## src/rtl/exc_entry_pkg.sv

```systemverilog
package exc_entry_pkg;

    // Status word field positions
    localparam int PS_IL_LSB   = 0;
    localparam int PS_IL_W     = 4;
    localparam int PS_EXCM_BIT = 4;
    localparam int PS_UM_BIT   = 5;

    typedef enum logic [1:0] {
        VEC_KERNEL = 2'd0,
        VEC_USER   = 2'd1,
        VEC_DOUBLE = 2'd2,
        VEC_DEBUG  = 2'd3
    } vec_e;

    typedef enum logic [2:0] {
        ST_IDLE   = 3'd0,
        ST_KERNEL = 3'd1,
        ST_USER   = 3'd2,
        ST_DOUBLE = 3'd3,
        ST_DEBUG  = 3'd4
    } entry_st_e;

endpackage

```

## src/rtl/exc_entry_arbiter.sv

```systemverilog
module exc_entry_arbiter
    import exc_entry_pkg::*;
#(
    parameter int DBG_LEVEL = 6
) (
    input  logic                 gen_req,
    input  logic                 dbg_req,
    input  logic [PS_IL_W-1:0]   ps_il,
    input  logic                 ps_excm,
    input  logic                 ps_um,
    output entry_st_e            nxt_state,
    output logic                 gen_take,
    output logic                 dbl_take,
    output logic                 dbg_take
);
    localparam logic [PS_IL_W-1:0] DBG_IL = PS_IL_W'(DBG_LEVEL);

    logic dbg_ok;

    always_comb begin
        dbg_ok    = dbg_req && (ps_il < DBG_IL);
        nxt_state = ST_IDLE;
        if (dbg_ok) begin
            nxt_state = ST_DEBUG;
        end else if (gen_req) begin
            if (ps_excm)    nxt_state = ST_DOUBLE;
            else if (ps_um) nxt_state = ST_USER;
            else            nxt_state = ST_KERNEL;
        end
        dbg_take = dbg_ok;
        gen_take = gen_req && !dbg_ok;
        dbl_take = gen_take && ps_excm;
    end

    // A debug request at or above the debug level is never taken
    always_comb begin
        if (dbg_req && (ps_il >= DBG_IL)) begin
            assert_dbg_gate_R6: assert (!dbg_take && nxt_state != ST_DEBUG);
        end
    end
endmodule

```

## src/rtl/exc_entry_gen_regs.sv

```systemverilog
module exc_entry_gen_regs #(
    parameter int XLEN     = 32,
    parameter int CAUSE_W  = 6,
    parameter bit HAS_DEPC = 1'b1
) (
    input  logic               clk,
    input  logic               rst_n,
    input  logic               gen_take,
    input  logic               dbl_take,
    input  logic               vaddr_wr,
    input  logic [XLEN-1:0]    pc,
    input  logic [CAUSE_W-1:0] cause,
    input  logic [XLEN-1:0]    vaddr,
    output logic [XLEN-1:0]    epc1,
    output logic [XLEN-1:0]    depc,
    output logic [CAUSE_W-1:0] exc_cause,
    output logic [XLEN-1:0]    exc_vaddr
);
    logic epc1_wr;
    logic vaddr_en;

    // Without a double-exception PC register, double entries fall back to epc1
    assign epc1_wr  = gen_take && (!dbl_take || !HAS_DEPC);
    assign vaddr_en = gen_take && vaddr_wr;

    always_ff @(posedge clk) begin
        if (!rst_n) begin
            epc1      <= '0;
            exc_cause <= '0;
            exc_vaddr <= '0;
        end else begin
            if (epc1_wr)  epc1      <= pc;
            if (gen_take) exc_cause <= cause;
            if (vaddr_en) exc_vaddr <= vaddr;
        end
    end

    generate
        if (HAS_DEPC) begin : g_depc
            logic [XLEN-1:0] depc_q;
            always_ff @(posedge clk) begin
                if (!rst_n)        depc_q <= '0;
                else if (dbl_take) depc_q <= pc;
            end
            assign depc = depc_q;
        end else begin : g_no_depc
            assign depc = '0;
        end
    endgenerate

    assert_vaddr_hold_R5: assert property (@(posedge clk) disable iff (!rst_n)
        !(gen_take && vaddr_wr) |=> $stable(exc_vaddr));

    assert_depc_epc1_R4: assert property (@(posedge clk) disable iff (!rst_n)
        (dbl_take && HAS_DEPC) |=> ($stable(epc1) && depc == $past(pc)));
endmodule

```

## src/rtl/exc_entry_dbg_regs.sv

```systemverilog
module exc_entry_dbg_regs #(
    parameter int XLEN     = 32,
    parameter int DCAUSE_W = 6
) (
    input  logic                clk,
    input  logic                rst_n,
    input  logic                dbg_take,
    input  logic [XLEN-1:0]     pc,
    input  logic [DCAUSE_W-1:0] cause,
    input  logic [XLEN-1:0]     ps_in,
    output logic [DCAUSE_W-1:0] dbg_cause_q,
    output logic [XLEN-1:0]     epc_dbg,
    output logic [XLEN-1:0]     eps_dbg
);
    always_ff @(posedge clk) begin
        if (!rst_n) begin
            dbg_cause_q <= '0;
            epc_dbg     <= '0;
            eps_dbg     <= '0;
        end else if (dbg_take) begin
            dbg_cause_q <= cause;
            epc_dbg     <= pc;
            eps_dbg     <= ps_in;
        end
    end

    assert_dbg_save_R7: assert property (@(posedge clk) disable iff (!rst_n)
        dbg_take |=> (eps_dbg == $past(ps_in) && epc_dbg == $past(pc)));

    assert_dbg_hold_R6: assert property (@(posedge clk) disable iff (!rst_n)
        !dbg_take |=> ($stable(dbg_cause_q) && $stable(eps_dbg)));
endmodule

```

## src/rtl/exc_entry_ctrl.sv

```systemverilog
module exc_entry_ctrl
    import exc_entry_pkg::*;
#(
    parameter int XLEN      = 32,
    parameter int CAUSE_W   = 6,
    parameter int DCAUSE_W  = 6,
    parameter int DBG_LEVEL = 6,
    parameter bit HAS_DEPC  = 1'b1
) (
    input  logic                clk,
    input  logic                rst_n,
    input  logic                gen_req,
    input  logic [CAUSE_W-1:0]  gen_cause,
    input  logic                gen_vaddr_valid,
    input  logic [XLEN-1:0]     fault_vaddr,
    input  logic                dbg_req,
    input  logic [DCAUSE_W-1:0] dbg_cause,
    input  logic [XLEN-1:0]     fault_pc,
    input  logic [XLEN-1:0]     ps_in,
    output logic [XLEN-1:0]     epc1,
    output logic [XLEN-1:0]     depc,
    output logic [CAUSE_W-1:0]  exc_cause,
    output logic [XLEN-1:0]     exc_vaddr,
    output logic [DCAUSE_W-1:0] dbg_cause_q,
    output logic [XLEN-1:0]     epc_dbg,
    output logic [XLEN-1:0]     eps_dbg,
    output logic [XLEN-1:0]     ps_out,
    output logic                vec_valid,
    output logic [1:0]          vec_sel
);
    localparam logic [PS_IL_W-1:0] DBG_IL = PS_IL_W'(DBG_LEVEL);

    entry_st_e       state_q;
    entry_st_e       nxt_state;
    logic            gen_take;
    logic            dbl_take;
    logic            dbg_take;
    logic [XLEN-1:0] ps_nxt;

    exc_entry_arbiter #(
        .DBG_LEVEL (DBG_LEVEL)
    ) u_arb (
        .gen_req   (gen_req),
        .dbg_req   (dbg_req),
        .ps_il     (ps_in[PS_IL_LSB +: PS_IL_W]),
        .ps_excm   (ps_in[PS_EXCM_BIT]),
        .ps_um     (ps_in[PS_UM_BIT]),
        .nxt_state (nxt_state),
        .gen_take  (gen_take),
        .dbl_take  (dbl_take),
        .dbg_take  (dbg_take)
    );

    exc_entry_gen_regs #(
        .XLEN     (XLEN),
        .CAUSE_W  (CAUSE_W),
        .HAS_DEPC (HAS_DEPC)
    ) u_gen (
        .clk       (clk),
        .rst_n     (rst_n),
        .gen_take  (gen_take),
        .dbl_take  (dbl_take),
        .vaddr_wr  (gen_vaddr_valid),
        .pc        (fault_pc),
        .cause     (gen_cause),
        .vaddr     (fault_vaddr),
        .epc1      (epc1),
        .depc      (depc),
        .exc_cause (exc_cause),
        .exc_vaddr (exc_vaddr)
    );

    exc_entry_dbg_regs #(
        .XLEN     (XLEN),
        .DCAUSE_W (DCAUSE_W)
    ) u_dbg (
        .clk         (clk),
        .rst_n       (rst_n),
        .dbg_take    (dbg_take),
        .pc          (fault_pc),
        .cause       (dbg_cause),
        .ps_in       (ps_in),
        .dbg_cause_q (dbg_cause_q),
        .epc_dbg     (epc_dbg),
        .eps_dbg     (eps_dbg)
    );

    // Handler status word
    always_comb begin
        ps_nxt = ps_in;
        ps_nxt[PS_EXCM_BIT] = 1'b1;
        if (dbg_take) ps_nxt[PS_IL_LSB +: PS_IL_W] = DBG_IL;
    end

    // State register
    always_ff @(posedge clk) begin
        if (!rst_n) begin
            state_q <= ST_IDLE;
            ps_out  <= '0;
        end else begin
            state_q <= nxt_state;
            if (gen_take || dbg_take) ps_out <= ps_nxt;
        end
    end

    // Output decode
    always_comb begin
        vec_valid = 1'b1;
        vec_sel   = VEC_KERNEL;
        unique case (state_q)
            ST_IDLE:   vec_valid = 1'b0;
            ST_KERNEL: vec_sel   = VEC_KERNEL;
            ST_USER:   vec_sel   = VEC_USER;
            ST_DOUBLE: vec_sel   = VEC_DOUBLE;
            ST_DEBUG:  vec_sel   = VEC_DEBUG;
            default:   vec_valid = 1'b0;
        endcase
    end

    assert_cause_excm_R3: assert property (@(posedge clk) disable iff (!rst_n)
        (gen_req && !dbg_take) |=> (exc_cause == $past(gen_cause) && ps_out[PS_EXCM_BIT]));

    assert_double_vec_R4: assert property (@(posedge clk) disable iff (!rst_n)
        (gen_req && !dbg_take && ps_in[PS_EXCM_BIT]) |=> (vec_valid && vec_sel == VEC_DOUBLE));

    assert_dbg_level_R7: assert property (@(posedge clk) disable iff (!rst_n)
        dbg_take |=> (ps_out[PS_IL_LSB +: PS_IL_W] == DBG_IL && vec_sel == VEC_DEBUG));

    assert_dbg_wins_R8: assert property (@(posedge clk) disable iff (!rst_n)
        (dbg_take && gen_req) |=> ($stable(exc_cause) && $stable(epc1)));

    assert_no_pulse_R9: assert property (@(posedge clk) disable iff (!rst_n)
        (!gen_req && !dbg_take) |=> !vec_valid);
endmodule

```

## config.mk

```make
export PLATFORM = sky130hd
export DESIGN_NAME = exc_entry_ctrl
export DESIGN_NICKNAME = d
export VERILOG_FILES = /design/src/rtl/exc_entry_pkg.sv /design/src/rtl/exc_entry_arbiter.sv /design/src/rtl/exc_entry_gen_regs.sv /design/src/rtl/exc_entry_dbg_regs.sv /design/src/rtl/exc_entry_ctrl.sv
export SDC_FILE = /design/constraint.sdc
export NUM_CORES = 1
export LEC_CHECK = 0
export BUFFER_PORTS_ARGS = -buffer_cell sky130_fd_sc_hd__buf_2
export CAP_MARGIN = 10
export CORE_MARGIN = 2
export CORE_UTILIZATION = 40
export CTS_BUF_LIST = sky130_fd_sc_hd__clkbuf_4
export DETAILED_ROUTE_END_ITERATION = 8
export GPL_TIMING_DRIVEN = 0
export HOLD_SLACK_MARGIN = 0.12
export PLACE_DENSITY = 0.68
export RECOVER_POWER = 25
export SLEW_MARGIN = 20
export SYNTH_ARGS = -nofsm -noshare
export SYNTH_HDL_FRONTEND = slang
export SYNTH_SLANG_ARGS = --single-unit
```

## constraint.sdc

```tcl
create_clock -name clk -period 1.25 [get_ports clk]
set_input_delay 0.0625 -clock clk [delete_from_list [all_inputs] [get_ports clk]]
set_output_delay 0.0625 -clock clk [all_outputs]
set_load 0.02 [all_outputs]
```

==> results of run 1 <==
## logic make-up (layout without fill, tap and decap cells)
kind of cell	count (synthesis)	after routing
buffers and inverters	79	667
AO/OA/AOI/OAI	147	147
flip-flops	207	207
XOR/XNOR	2	2
AND/OR/NAND/NOR	316	316
multiplexers	132	132
## power groups by stage
stage                     Sequential [mW]  Clock, mW  Combinational, mW
final                                7.17       6.06               2.89
after global routing                 7.20       6.50               3.06
after CTS                            7.11       6.10               2.69
after detailed placement             7.24          0               2.19
after global placement               7.23          0               2.17
after floorplan                      7.65          0              0.895
## through the flow
step | area (µm²) | power (mW) | std cells | setup TNS, ps
6_report | 13200 | 16.1 | 1741 | -3400
5_1_grt | 13200 | 16.8 | 1741 | -5470
4_1_cts | 12700 | 15.9 | 1731 | -6500
3_5_place_dp | 10100 | 9.43 | 1470 | -22430
3_3_place_gp | 10100 | 9.39 | 1470 | -18540
2_1_floorplan | 8200 | 8.54 | 883 | 0
## sequential cells by signal, indices dropped and copies added (netlist names)
name,flops
u_gen.epc1,32
u_gen.exc_cause,6
u_gen.exc_vaddr,32
ps_out,32
state_q,3
u_dbg.epc_dbg,32
u_dbg.eps_dbg,32
u_dbg.dbg_cause_q,6
u_gen.depc,32
## metal layers
layer  vias to the layer above  wire [µm]  global-route usage [%]
met4                         0       1360                    11.2
met5                         -          0                       0
met2                       388      15900                    46.2
met1                      4161      12500                    31.4
li1                       4102          -                       -
met3                       107       1940                    6.52
## what timing repair did
| item | in CTS | in global routing |
|---|---|---|
| setup endpoints to repair | 103 | 263 |
| pin swaps | 4 | 3 |
| endpoints found under the hold margin | 205 | 16 |
| cloned | 0 | 0 |
| setup buffers | 0 | 8 |
| resized for setup | 126 | 232 |
| hold buffers | 162 | 7 |
## cell usage after synthesis
cell type	count
buf_4	3
a21oi_2	1
o21ai_4	1
and2_1	1
nand2_1	232
a21boi_1	10
inv_1	1
xnor2_1	2
buf_6	15
a21boi_0	61
o221a_2	2
nor3b_1	2
nor2b_1	3
mux2i_1	131
nor2_1	5
clkbuf_1	47
nand3_1	67
o21ai_0	69
nand2b_1	2
buf_1	5
and3_1	3
dfxtp_1	207
buf_2	8
a21oi_4	3
mux2_2	1
nand2_4	1
## critical path, delay by kind of cell
kind	cells	cell delay (ps)
mux	1	260
buf+inv	4	1170
compound gates	1	410
simple gates	1	120
## worst paths after layout
path	startpoint	to	slack [ps]	depth (start not counted)
min reg2reg	ps_out[4]	ps_out[4]	450	2
max	dbg_req	u_gen.exc_vaddr[20]	-210	7
max reg2reg	u_gen.exc_vaddr[20]	u_gen.exc_vaddr[20]	-80	3
min	gen_vaddr_valid	u_gen.exc_vaddr[24]	10	5
## layout make-up
type                            count  area [µm²]  area share, %
Inverter                            1        3.75         0.0283
Clock inverter                     11        45.0          0.340
Clock buffer                       88         661           4.99
Timing Repair Buffer              489        3910           29.5
Multi-Input combinational cell    597        3610           27.3
Sequential cell                   207        4260           32.2
Tap cell                          270         338           2.55
Buffer                             78         417           3.15
## layout by cell type (no fill, tap or decap), types with 2 or more instances in the layout
cell type	n
clkinv_1	7
mux2i_1	131
dfxtp_4	2
nand2_1	232
dlymetal6s4s_1	4
clkinv_2	3
dfxtp_1	117
nor2b_1	3
buf_2	133
o221a_2	2
clkbuf_1	40
buf_6	45
nor2_1	4
and3_1	3
dfxtp_2	88
buf_4	164
nand3_1	67
o21ai_0	68
clkbuf_2	14
nor3b_1	2
a21boi_0	61
a21oi_2	2
clkbuf_4	92
nand2b_1	2
a21boi_1	10
buf_1	2
dlygate4sd3_1	160
==> flow_metrics.env, run 1 <==
export IMPL_clk_latency_ps=650
export IMPL_cts_num_sinks=207
export IMPL_avgSynthCellArea_um2=9.28
export IMPL_antenna_found_initial=0
export IMPL_clkSlewWorstSetupHoldPaths_ps=60
export IMPL_max_freq_ghz=0.687
export IMPL_arrival_ps=2020
export IMPL_drt_wl_total_mm=31.6
export IMPL_worst_ir_drop_vdd_uv=904
export IMPL_path_max_fanout=10
export IMPL_yosysWarnings=0
export IMPL_grt_max_degree=14
export IMPL_drive_above_1_share_pct=37.6
export IMPL_grt_usage_pct=26.6
export IMPL_num_vias=8758
export IMPL_synth_top_area_share_pct=50.6
export IMPL_skew_ps=0
export IMPL_syn_inst=883
export IMPL_pre_cts_slack_ps=-230
export IMPL_die_y_um=147
export IMPL_ys_seq_area_share_pct=50.6
export IMPL_ys_top_cells_by_area="dfxtp_1 (51%), mux2i_1 (16%), nand2_1 (11%), a21boi_0 (5.6%), o21ai_0 (4.2%)"
export IMPL_drc_errors=0
export IMPL_synth_area_mux_share_pct=16.1
export IMPL_p_int_mw=11.5
export IMPL_relSlewSlack_pct=48.7
export IMPL_fp_dieW_um=147
export IMPL_cp_slowest_cell="dlygate4sd3_1"
export IMPL_drv_slew=0
export IMPL_crit_chain="buf_2 -> nor2b_1 -> buf_4 -> a21oi_2 -> buf_6 -> mux2i_1 -> dlygate4sd3_1"
export IMPL_wire_per_inst_um=18.2
export IMPL_syn_cell_area_mm2=0.00820
export IMPL_setup_viol=39
export IMPL_overflow=0
export IMPL_hold_ws_ps=9.77
export IMPL_cts_tree="done"
export IMPL_synth_xor_area_share_pct=0.214
export IMPL_n_fill_cell=1631
export IMPL_cts_buffer_depth=3
export IMPL_rsz0062_at_grt="true"
export IMPL_p_seq_share_pct=44.5
export IMPL_fp_dieArea_mm2=0.0217
export IMPL_synth_simple_area_share_pct=16.0
export IMPL_swShare_pct=28.8
export IMPL_ant_nets=0
export IMPL_grt_pass1_vias=8834
export IMPL_cp_start_kind="input pin"
export IMPL_core_area_mm2=0.0202
export IMPL_period_share_pct=116
export IMPL_cts_inserted_buffers=55
export IMPL_worstMarginPinSlew_ps=770
export IMPL_port_buffers=317
export IMPL_pwr_share_clk_pct=37.6
export IMPL_ioPinCount=320
export IMPL_dr_pass1_iters=7
export IMPL_critPathCaptureType="register"
export IMPL_violations="setup timing"
export IMPL_status="finished, violations left"
export IMPL_synth_top_cell_by_area="dfxtp_1"
export IMPL_cpPeakStageDelay_ps=630
export IMPL_worstPathRequired_ps=1820
export IMPL_synthAdderAreaFrac_pct=0
export IMPL_drt_iter0_markers=427
export IMPL_p_switching_mw=4.63
export IMPL_cts_root_buf="clkbuf_4"
export IMPL_cts_htree_levels=2
export IMPL_timing_final_ws_setup_ps=-205
export IMPL_syn_nets=996
export IMPL_grt_first_pass_wirelength_mm=46.5
export IMPL_dp_hpwl_mm=18.9
export IMPL_path_class="in2reg"
export IMPL_fin_nets=1542
export IMPL_combPwrFrac_pct=17.9
export IMPL_hold_viol=0
export IMPL_start_util_pct=40.6
export IMPL_gp_congestion=0.802
export IMPL_powerDensity_mw_per_mm2=1220
export IMPL_hold_class="in2reg"
export IMPL_synth_top_family_by_area="multiplexers"
export IMPL_via_per_inst=5.03
export IMPL_ys_ff_latch=207
export IMPL_utilization_pct=65.7
export IMPL_rows=52
export IMPL_leakage_nw=6.02
export IMPL_min_period_ps=1460
export IMPL_max_cap_violations=0
export IMPL_synth_cell_types=26
export IMPL_n_antenna_cell=0
export IMPL_synthToLayoutAreaGrowth_pct=61.6
export IMPL_synth_compound_area_share_pct=11.9
Power figures use the tool's default switching activity.
==> run 2, diff against run 1 <==
--- a/config.mk
+++ b/config.mk
@@ -12,7 +12,7 @@
 export CTS_BUF_LIST = sky130_fd_sc_hd__clkbuf_4
 export DETAILED_ROUTE_END_ITERATION = 8
 export GPL_TIMING_DRIVEN = 0
-export HOLD_SLACK_MARGIN = 0.12
+export HOLD_SLACK_MARGIN = 0.06
 export PLACE_DENSITY = 0.68
 export RECOVER_POWER = 25
 export SLEW_MARGIN = 20
==> constraint.sdc (replaced) <==
create_clock -name clk -period 1.6 [get_ports clk]
set_input_delay 0.08 -clock clk [delete_from_list [all_inputs] [get_ports clk]]
set_output_delay 0.08 -clock clk [all_outputs]
set_load 0.02 [all_outputs]
==> run 2 against run 1 <==
Compared with the run above:
- the flow now finishes without violations
- highest routed layer unchanged
- clock-buffer cell count unchanged
- critical endpoint is now vec_valid
- setup slack improved by 300 ps
- clock skew unchanged
- critical path type is now reg2out
- combinational power decreased by 29%
- design area decreased by 5.7%
- via count decreased by 2.1%
- total power decreased by 24%
==> flow_metrics.env, run 2 (synthesis results as in run 1) <==
export IMPL_hold_class="in2reg"
export IMPL_worst_hold_startpoint="rst_n"
export IMPL_arrival_ps=1430
export IMPL_powerDensity_mw_per_mm2=984
export IMPL_pre_cts_slack_ps=102
export IMPL_cts_htree_levels=2
export IMPL_cts_setup_buffers=0
export IMPL_cts_inserted_buffers=55
export IMPL_core_area_mm2=0.0202
export IMPL_rr_endpoint="ps_out[3]"
export IMPL_path_max_fanout=3
export IMPL_min_period_ps=1510
export IMPL_cts_buffer_depth=3
export IMPL_grt_pass1_vias=8826
export IMPL_drive_above_1_share_pct=30.3
export IMPL_synthToLayoutAreaGrowth_pct=52.4
export IMPL_worstPathRequired_ps=1520
export IMPL_fin_area_mm2=0.0125
export IMPL_fp_dieW_um=147
export IMPL_cp_start_kind="register"
export IMPL_ioPinCount=320
export IMPL_max_freq_ghz=0.662
export IMPL_worst_ir_drop_vdd_uv=710
export IMPL_cts_root_buf="clkbuf_4"
export IMPL_leakage_nw=5.84
export IMPL_rows=52
export IMPL_via_per_inst=4.94
export IMPL_dpl_cell_area_mm2=0.0101
export IMPL_regToRegStartpoint="ps_out[3]"
export IMPL_max_cap_violations=0
export IMPL_period_share_pct=94.4
export IMPL_die_y_um=147
export IMPL_fin_nets=1538
export IMPL_finalSetupTns_ps=0
export IMPL_grt_max_degree=14
export IMPL_timing_final_ws_setup_ps=90.4
export IMPL_path_class="reg2out"
export IMPL_dp_hpwl_mm=18.9
export IMPL_fp_dieArea_mm2=0.0217
export IMPL_overflow=0
export IMPL_clkSlewWorstSetupHoldPaths_ps=60
export IMPL_wire_per_inst_um=16.9
export IMPL_grt_usage_pct=26.3
export IMPL_cts_tree="done"
export IMPL_ant_nets=0
export IMPL_hold_viol=0
export IMPL_r2r_setup_slack_ps=280
export IMPL_drc_errors=0
export IMPL_drt_wl_total_mm=29.4
export IMPL_num_vias=8573
export IMPL_status="complete, no violations"
export IMPL_clk_latency_ps=650
export IMPL_start_util_pct=40.6
export IMPL_min_to="u_gen.depc[31]"
export IMPL_final_cell_mix="buf_2 (321), nand2_1 (232), dfxtp_1 (205)"
export IMPL_skew_ps=0
export IMPL_drv_slew=0
export IMPL_utilization_pct=61.9
export IMPL_min_path_cells=4
export IMPL_reg2reg_depth=4
export IMPL_mostFrequentLayoutCell="buf_2"
export IMPL_critPathCaptureType="output pin"
export IMPL_antenna_found_initial=0
export IMPL_setup_viol=0
export IMPL_n_antenna_cell=0
export IMPL_gp_congestion=0.802
export IMPL_drt_iter0_markers=296
export IMPL_grt_first_pass_wirelength_mm=46.0
export IMPL_port_buffers=317
export IMPL_power_total_mw=12.3
export IMPL_rsz0062_at_grt="false"
export IMPL_relSlewSlack_pct=61.7
export IMPL_worstMarginPinSlew_ps=575
export IMPL_n_fill_cell=1736
export IMPL_dr_pass1_iters=5
export IMPL_cts_num_sinks=207
[run 2: through the flow]
stage               hold slack, ps  std cells
floorplan                      215        883
global placement               327       1470
detailed placement             332       1470
CTS                           75.6       1738
global route                  93.6       1737
finish                        78.5       1737
[run 2: power breakdown]
group | internal, mW | leakage, nW | switching (mW)
Combinational | 0.871 | 3.71 | 1.17
Clock | 2.48 | 0.432 | 2.21
Sequential | 5.42 | 1.69 | 0.133
Total | 8.77 | 5.84 | 3.52
[run 2: layer usage]
| metal | wire, µm | global-route usage, % |
|---|---|---|
| met5 | 0 | 0 |
| met4 | 1140 | 11.6 |
| met3 | 1850 | 6.27 |
| met2 | 14300 | 45.1 |
| met1 | 12100 | 31.3 |
[run 2: how the worst max path moves through the flow]
stage	slack, ps	endpoint	start
floorplan	550	ps_out[13]	dbg_req
finish	90	vec_valid	state_q[0]
detailed placement	100	u_gen.depc[4]	rst_n
CTS	20	vec_sel[1]	state_q[1]
global placement	100	u_dbg.eps_dbg[2]	rst_n
global route	3	vec_valid	state_q[0]
[run 2: worst max-delay path, stage by stage, from the launching register on]
cell and delay, ps:
dfxtp_2 340, nor2_4 110, xnor2_1 140, buf_2 200
[run 2: repair_timing]
| action | CTS | global route |
|---|---|---|
| hold buffers | 169 | 0 |
| endpoints found under the setup margin | 0 | 8 |
| resized for setup | 0 | 12 |
| endpoints found under the hold margin | 205 | 0 |
[run 2: area by class of cell]
class	instances	area, µm²	area share, %
Timing Repair Buffer	485	3270	26.1
Multi-Input combinational cell	597	3630	29.0
Tap cell	270	338	2.70
Inverter	1	3.75	0.0300
Clock buffer	88	661	5.29
Clock inverter	11	45.0	0.361
Buffer	78	405	3.24
Sequential cell	207	4150	33.2
